**src/rtl/llsc_pkg.sv**
```systemverilog
// Package: shared operation codes for the reservation monitor.
// Assumes: operation field is two bits wide on every requester port.
package llsc_pkg;
    typedef enum logic [1:0] {
        OP_LOAD  = 2'd0,
        OP_STORE = 2'd1,
        OP_LR    = 2'd2,
        OP_SC    = 2'd3
    } op_e;
endpackage

```
**src/rtl/llsc_prio_arb.sv**
```systemverilog
// Module: fixed-priority arbiter, lowest index wins.
// Assumes: NREQ >= 2; request vector is stable for the cycle.
module llsc_prio_arb #(
    parameter int NREQ = 4,
    localparam int IW = $clog2(NREQ)
) (
    input  logic [NREQ-1:0] req,
    output logic [NREQ-1:0] gnt,
    output logic            any,
    output logic [IW-1:0]   idx
);
    // Scan from the top so the lowest set bit is left standing.
    always_comb begin
        gnt = '0;
        any = 1'b0;
        idx = '0;
        for (int i = NREQ - 1; i >= 0; i--) begin
            if (req[i]) begin
                gnt    = '0;
                gnt[i] = 1'b1;
                any    = 1'b1;
                idx    = IW'(i);
            end
        end
    end
endmodule

```
**src/rtl/llsc_word_mem.sv**
```systemverilog
// Module: register-based word memory, combinational read, one write port.
// Assumes: small depth; reset clears all words.
module llsc_word_mem #(
    parameter int DEPTH = 16,
    parameter int DW = 32,
    localparam int AW = $clog2(DEPTH)
) (
    input  logic          clk,
    input  logic          rst_n,
    input  logic          we,
    input  logic [AW-1:0] addr,
    input  logic [DW-1:0] wdata,
    output logic [DW-1:0] rdata
);
    logic [DW-1:0] words [DEPTH];

    // Clear on reset, otherwise commit the single write.
    always_ff @(posedge clk) begin
        if (!rst_n) begin
            for (int i = 0; i < DEPTH; i++) words[i] <= '0;
        end else if (we) begin
            words[addr] <= wdata;
        end
    end

    // Read returns the word as it stood before this cycle's write.
    always_comb rdata = words[addr];
endmodule

```
**src/rtl/llsc_rsv_table.sv**
```systemverilog
// Module: one reservation slot per requester, plus the store-conditional
// pass decision for the granted request.
// Assumes: at most one granted operation per cycle; eviction is applied
// before the granted operation of the same cycle.
module llsc_rsv_table #(
    parameter int NREQ = 4,
    parameter int AW = 4,
    localparam int IW = $clog2(NREQ)
) (
    input  logic          clk,
    input  logic          rst_n,
    input  logic          fire,
    input  logic [IW-1:0] g_idx,
    input  logic [1:0]    g_op,
    input  logic [AW-1:0] g_addr,
    input  logic          evict_vld,
    input  logic [AW-1:0] evict_addr,
    output logic          sc_pass,
    output logic          wr_commit
);
    import llsc_pkg::*;

    logic [NREQ-1:0] slot_v;
    logic [AW-1:0]   slot_a [NREQ];
    logic            ev_hits_g;

    // A same-cycle eviction of the target address defeats the pair.
    always_comb ev_hits_g = evict_vld && (evict_addr == g_addr);

    // Pass when the issuer's own slot still covers the target address.
    always_comb begin
        sc_pass = fire && (g_op == OP_SC) && slot_v[g_idx]
                  && (slot_a[g_idx] == g_addr) && !ev_hits_g;
        wr_commit = fire && ((g_op == OP_STORE) || sc_pass);
    end

    for (genvar j = 0; j < NREQ; j++) begin : g_slot
        logic own, clr_ev, clr_wr;

        // Decide which events touch slot j this cycle.
        always_comb begin
            own    = fire && (g_idx == IW'(j));
            clr_ev = evict_vld && (slot_a[j] == evict_addr);
            clr_wr = wr_commit && (slot_a[j] == g_addr);
        end

        // Set on own reserve, clear on eviction, write hit or own conditional.
        always_ff @(posedge clk) begin
            if (!rst_n) begin
                slot_v[j] <= 1'b0;
                slot_a[j] <= '0;
            end else if (own && g_op == OP_LR) begin
                slot_v[j] <= 1'b1;
                slot_a[j] <= g_addr;
            end else if (clr_ev || clr_wr || (own && g_op == OP_SC)) begin
                slot_v[j] <= 1'b0;
            end
        end
    end
endmodule

```
**src/rtl/llsc_monitor.sv**
```systemverilog
// Module: shared word memory with a load-reserved / store-conditional
// monitor and a fixed-priority arbiter granting one request per cycle.
// Assumes: a requester holds its request until granted and drops it in
// the cycle after; responses arrive one cycle after the grant.
module llsc_monitor #(
    parameter int NREQ = 4,
    parameter int DEPTH = 16,
    parameter int DW = 32,
    localparam int AW = $clog2(DEPTH)
) (
    input  logic             clk,
    input  logic             rst_n,
    input  logic [NREQ-1:0]      req_vld,
    input  logic [2*NREQ-1:0]    req_op,
    input  logic [AW*NREQ-1:0]   req_addr,
    input  logic [DW*NREQ-1:0]   req_wdata,
    output logic [NREQ-1:0]      gnt,
    input  logic                 evict_vld,
    input  logic [AW-1:0]        evict_addr,
    output logic [NREQ-1:0]      rsp_vld,
    output logic [DW-1:0]        rsp_rdata,
    output logic                 rsp_ok
);
    import llsc_pkg::*;
    localparam int IW = $clog2(NREQ);

    logic          fire;
    logic [IW-1:0] g_idx;
    logic [1:0]    g_op;
    logic [AW-1:0] g_addr;
    logic [DW-1:0] g_wdata;
    logic [DW-1:0] mem_rd;
    logic          sc_pass, wr_commit;

    llsc_prio_arb #(.NREQ(NREQ)) u_arb (
        .req (req_vld),
        .gnt (gnt),
        .any (fire),
        .idx (g_idx)
    );

    // Select the fields of the granted requester.
    always_comb begin
        g_op    = '0;
        g_addr  = '0;
        g_wdata = '0;
        for (int i = 0; i < NREQ; i++) begin
            if (gnt[i]) begin
                g_op    = req_op[i*2 +: 2];
                g_addr  = req_addr[i*AW +: AW];
                g_wdata = req_wdata[i*DW +: DW];
            end
        end
    end

    llsc_rsv_table #(.NREQ(NREQ), .AW(AW)) u_rsv (
        .clk        (clk),
        .rst_n      (rst_n),
        .fire       (fire),
        .g_idx      (g_idx),
        .g_op       (g_op),
        .g_addr     (g_addr),
        .evict_vld  (evict_vld),
        .evict_addr (evict_addr),
        .sc_pass    (sc_pass),
        .wr_commit  (wr_commit)
    );

    llsc_word_mem #(.DEPTH(DEPTH), .DW(DW)) u_mem (
        .clk   (clk),
        .rst_n (rst_n),
        .we    (wr_commit),
        .addr  (g_addr),
        .wdata (g_wdata),
        .rdata (mem_rd)
    );

    // Register the response of the granted operation.
    always_ff @(posedge clk) begin
        if (!rst_n) begin
            rsp_vld   <= '0;
            rsp_rdata <= '0;
            rsp_ok    <= 1'b0;
        end else begin
            rsp_vld   <= fire ? gnt : '0;
            rsp_rdata <= (fire && (g_op == OP_LOAD || g_op == OP_LR)) ? mem_rd : '0;
            rsp_ok    <= sc_pass;
        end
    end
endmodule

```
**config.mk**
```make
export PLATFORM = sky130hd
export DESIGN_NAME = llsc_monitor
export DESIGN_NICKNAME = d
export VERILOG_FILES = /design/src/rtl/llsc_pkg.sv /design/src/rtl/llsc_prio_arb.sv /design/src/rtl/llsc_word_mem.sv /design/src/rtl/llsc_rsv_table.sv /design/src/rtl/llsc_monitor.sv
export SDC_FILE = /design/constraint.sdc
export NUM_CORES = 1
export LEC_CHECK = 0
export BUFFER_PORTS_ARGS = -buffer_cell sky130_fd_sc_hd__buf_2
export CAP_MARGIN = 5
export CORE_UTILIZATION = 35
export CTS_BUF_LIST = sky130_fd_sc_hd__clkbuf_2 sky130_fd_sc_hd__clkbuf_4 sky130_fd_sc_hd__clkbuf_8
export DETAILED_ROUTE_END_ITERATION = 10
export SYNTH_ARGS = -nofsm -noshare
export SYNTH_HDL_FRONTEND = slang
export SYNTH_SLANG_ARGS = --single-unit
```
**constraint.sdc**
```tcl
create_clock -name clk -period 5.8 [get_ports clk]
set_input_delay 0.87 -clock clk [delete_from_list [all_inputs] [get_ports clk]]
set_output_delay 0.87 -clock clk [all_outputs]
set_load 0.005 [all_outputs]
```
-- After elaboration in Yosys (flattened, before gate mapping)
Memories as Yosys holds them, arrays and structs flattened. A register that Yosys moved wholly into a read port is not among the register bits.
Cells that the tools add are included.
- order comparisons: 1
- eq/ne operators: 16
- mux-type cells: 57
- bitwise gates (word level): 4
- reductions and logical operators: 48
- operator list (cell ; count):
    32-bit two-way mux ; 5
    4-bit two-way mux ; 13
    4-bit equality test ; 10
    32-bit OR reduction ; 1
    1-bit two-way mux ; 30
    1-bit logical AND ; 27
    2-bit two-way mux ; 8
    1-bit logical OR ; 10
    2-bit equality test (second input constant) ; 4
    2-bit nonzero test ; 4
    2-bit by 1-bit equality test with 1-bit output (second input constant) ; 2
    2-bit zero test ; 2
    1-bit OR ; 4
    2-bit AND reduction ; 2
    2-bit by 3-bit < comparator with 1-bit output (second input constant) ; 1
    1-bit binary-select mux with 2-bit select ; 1
    1-bit zero test ; 2
- bits in registers: 9
- RAM bits: 528
- input bits: 163
- output and inout port bits: 41
- logic and storage cells: 134
- memories kept: 2
- memory list (name ; depth ; bits a word ; read ports ; clocked after Yosys merged registers in ; wr ports ; RTL line ; RTL):
    u_mem.words ; 16 ; 32 ; 1 ; 1 ; 16 ; llsc_word_mem.sv:15 ; logic [DW-1:0] words [DEPTH];
    u_rsv.slot_a ; 4 ; 4 ; 5 ; 0 ; 4 ; llsc_rsv_table.sv:24 ; logic [AW-1:0] slot_a [NREQ];

-- Depth between registers and ports, before layout
- depth after elaboration: 20
- gate-level depth with buffers: 13
- mapped depth without buffers: 8

-- Hierarchy
A second synthesis with hierarchy kept.
- cell total of the unflattened synthesis: 1876
- area, all modules: 26634.3 um^2
- modules (own cells, without submodules) (module ; times used ; cells each ; area an instance (um^2) ; seq. area each (um^2)):
    llsc_word_mem ; 1 ; 1418 ; 22868.2 ; 15374.7
    llsc_monitor ; 1 ; 295 ; 2180.8 ; 740.7
    llsc_rsv_table ; 1 ; 153 ; 1526.5 ; 560.5
    llsc_prio_arb ; 1 ; 10 ; 58.8 ; 0.0

-- Least setup slack after synthesis
No wires, ideal clock.
- path kind: input port to flip-flop
- start: input req_vld[1]
- end: memory u_mem.words[0][0], enable pin
- setup time: 0.470 ns
- arrival: 5.168 ns
- required time: 5.330 ns
- slack: 0.162 ns
- cell stages on the path: 11
- path buffers: 4
- cell sequence: buf_6 > or4b_1 > buf_2 > inv_6 > a21oi_2 > xor2_1 > nor4b_2 > a31oi_1 > buf_6 > buf_2 > o31ai_1
- RTL lines (element ; RTL line ; RTL):
    start, declared ; llsc_monitor.sv:13 ; input logic [NREQ-1:0] req_vld,
    end, declared ; llsc_word_mem.sv:15 ;

==> impl_metrics.json <==
{
  "dp.cells": 3231,
  "grt_max_degree": 106,
  "ys_seq_elements": 569,
  "insertion_delay_ns": 0.70,
  "wl_mm": 88.5,
  "die_area_um2": 82200,
  "postCtsSetupBuffers": 0,
  "nFillCells": 7440,
  "final_common_cell": "edfxtp_1",
  "clock_path_buffers": 3,
  "area_delta_synth_final_pct": 15.4,
  "cts_root_buffer": "clkbuf_8",
  "gp_congestion": 0.901,
  "critPathArrivalTime_ns": 4.90,
  "p_per_area_nw_per_um2": 303,
  "layout_common_cells": "edfxtp_1 (528), nor3_2 (282), nand2_1 (257)",
  "num_vias": 19300,
  "grt_usage_pct": 21.5,
  "tightest_slew_ns": 1.28,
  "outcome": "finished, final reports clean",
  "cts_tree": "yes",
  "skew_ns": 0.0248,
  "drc_errors": 0,
  "layout_setup_ws_ns": 1.30,
  "wl_per_cell_um": 26.0,
  "clkPwrFrac_pct": 36.6,
  "path_buf_inv": 5,
  "numCtsBuffers": 95,
  "post_synth.cell_area_avg_um2": 13.7,
  "io_pins": 204,
  "cpMostUsedCell": "buf_12",
  "path_class": "primary input to flop",
  "startpoint_type": "primary input",
  "dpl_worst_slack_ns": 0.644,
  "start_util_pct": 35.3,
  "power_leakage_nw": 10.2,
  "finalSetupViolCount": 0,
  "sw_frac_of_total_pct": 27.6,
  "ant_nets": 0,
  "yosysWarnings": 0,
  "vias_per_cell": 5.65,
  "io_buffers": 203,
  "p_sw_mw": 2.74,
  "grt_pass1_wl_mm": 130,
  "synth_edf_count": 528,
  "core_um2": 80300,
  "globalRouteOverflowTotal": 0,
  "cts.sinks": 569,
  "rsz0062_at_grt": "no",
  "antenna_found_initial": 4,
  "grt_pass1_vias": 19400,
  "hold_viol": 0,
  "hold_buffers": 0,
  "internal_power_mw": 7.17,
  "dr.first_iter.drc_count": 1958,
  "ys_seq_area_share_pct": 58.8,
  "setup_tns_ns": 0,
  "die_h_um": 287,
  "num_rows": 104,
  "synth_nets": 2239,
  "finish.net_count": 2431,
  "hpwlAfterDp_mm": 53.8,
  "max_clock_freq_mhz": 222,
  "synth_async_sr_flop_share_pct": 0,
  "min_period_ns": 4.50,
  "netlist-cell-type-count": 60,
  "htree_num_levels": 3,
  "syn_area_um2": 28400,
  "synthFlopType": "edfxtp_1",
  "dieWidth_um": 287,
  "worstPathRequired_ns": 6.20,
  "path_max_fanout": 67,
  "crit_slowest_cell": "or4b_1",
  "critPathTopFamily": "buffers and inverters",
  "clk_pin_slew_ns": 0.06,
  "hold_ws_ns": 0.496,
  "utilization_pct": 40.7,
  "syn_inst": 2076,
  "p_seq_share_pct": 48.4,
  "drive_above_1_share_pct": 38.9,
  "first_pass_iters": 5,
  "finalNonFillerCells": 3409,
  "critPathMaxStageDelay_ns": 0.79,
  "hp-class": "flop to flop",
  "cts_resized": 0,
  "power_frac_comb_pct": 15.0,
  "relSlewSlack_pct": 14.5,
  "peakVddDrop_uv": 162,
  "crit_path_end_kind": "flop",
  "finalCritPeriodShare_pct": 77.6,
  "drv_cap": 0,
  "worstPathCellList": "buf_2 > or4b_1 > inv_6 > a21oi_2 > xnor2_1 > nand4b_1 > a31oi_4 > buf_12 > buf_12 > buf_4 > nor3_1",
  "slew_violations": 0
}
## worst min-delay path: stages (launching register included)
cell,delay (ns)
dfxtp_1,0.31
nand4_1,0.07
a2bb2oi_1,0.07
## worst paths after layout
check | cells past startpoint | endpoint | slack [ns] | start
setup / recovery | 11 | u_mem.words[0][26] | 1.30 | req_vld[1]
hold / removal | 2 | u_rsv.slot_v[1] | 0.50 | u_rsv.slot_v[1]
setup reg to reg | 9 | u_mem.words[0][26] | 2.24 | u_rsv.slot_a[1][3]
hold reg to reg | 2 | u_rsv.slot_v[1] | 0.50 | u_rsv.slot_v[1]
## per-stage QoR
stage                     power [mW]  cell area, µm²
after floorplan                 5.78           28400
after global placement          6.34           30800
after detailed placement        6.36           30800
after CTS                       9.96           32700
after global routing            10.2           32700
final                           9.90           32700
## logic make-up (layout without fill, tap and decap cells)
family                 after synthesis  after routing  share of synthesized area, %
AO/OA/AOI/OAI                      239            239                          5.85
XOR/XNOR                            40             40                          1.24
multiplexers                       129            129                          10.2
flip-flops                         569            569                          58.8
buffers and inverters              218            490                          4.27
AND/OR/NAND/NOR                    881            881                          19.6
other                                0              1                             0
## final cells by class
type	instances	area [µm²]	share of cell area [%]
Antenna cell	1	2.50	0.00765
Multi-Input combinational cell	1289	10800	32.9
Sequential cell	569	16700	51.0
Inverter	8	35.0	0.107
Timing Repair Buffer	305	1970	6.02
Clock buffer	141	1700	5.19
Clock inverter	36	229	0.700
Tap cell	1060	1330	4.05
## flip-flops by register name (all words and copies together) (netlist names)
signal,count
u_rsv.slot_v,4
u_rsv.slot_a,16
u_mem.words,512
rsp_ok,1
rsp_vld,4
rsp_rdata,32
## power by group through the flow
stage	registers (mW)	clock network (mW)	logic (mW)
2_1_floorplan	4.86	0	0.911
3_3_place_gp	4.86	0	1.48
3_5_place_dp	4.88	0	1.49
4_1_cts	4.79	3.68	1.49
5_1_grt	4.81	3.86	1.56
6_report	4.79	3.62	1.49
## cell usage after synthesis, types with 2 or more instances
master / n / area [µm²]
buf_2: 48 / 240
a21oi_1: 11 / 55.1
xor2_1: 17 / 149
nor3_1: 120 / 601
and4_1: 2 / 17.5
edfxtp_1: 528 / 15900
nand4_1: 4 / 25.0
nor4_1: 2 / 12.5
nor2b_1: 6 / 37.5
o22ai_1: 3 / 18.8
mux4_2: 128 / 2880
o31ai_1: 10 / 75.1
o211ai_1: 2 / 15.0
inv_1: 7 / 26.3
buf_1: 5 / 18.8
a22oi_1: 130 / 976
nor3_2: 282 / 2820
a2bb2oi_1: 6 / 52.6
o22a_1: 2 / 17.5
a21oi_2: 4 / 35.0
xnor2_1: 23 / 201
and3_1: 16 / 100
nor3b_1: 19 / 143
nor3b_2: 6 / 75.1
o21ai_0: 52 / 260
nand3_1: 7 / 35.0
o21ai_1: 3 / 15.0
buf_4: 15 / 113
dfxtp_1: 41 / 821
a31oi_1: 2 / 12.5
nand3b_1: 7 / 52.6
nor2_1: 118 / 443
nand2_1: 258 / 968
nand2b_1: 5 / 31.3
and2_1: 22 / 138
clkbuf_1: 106 / 398
buf_6: 36 / 405
## per-layer routing
metal,GRT usage (%),vias up,wire length [µm]
li1,-,8345,-
met1,29.1,9782,36400
met5,0,-,0
met4,5.98,0,2190
met3,5.00,130,8120
met2,34.4,1009,41800
Note: power is estimated with default switching activity, not from simulation.
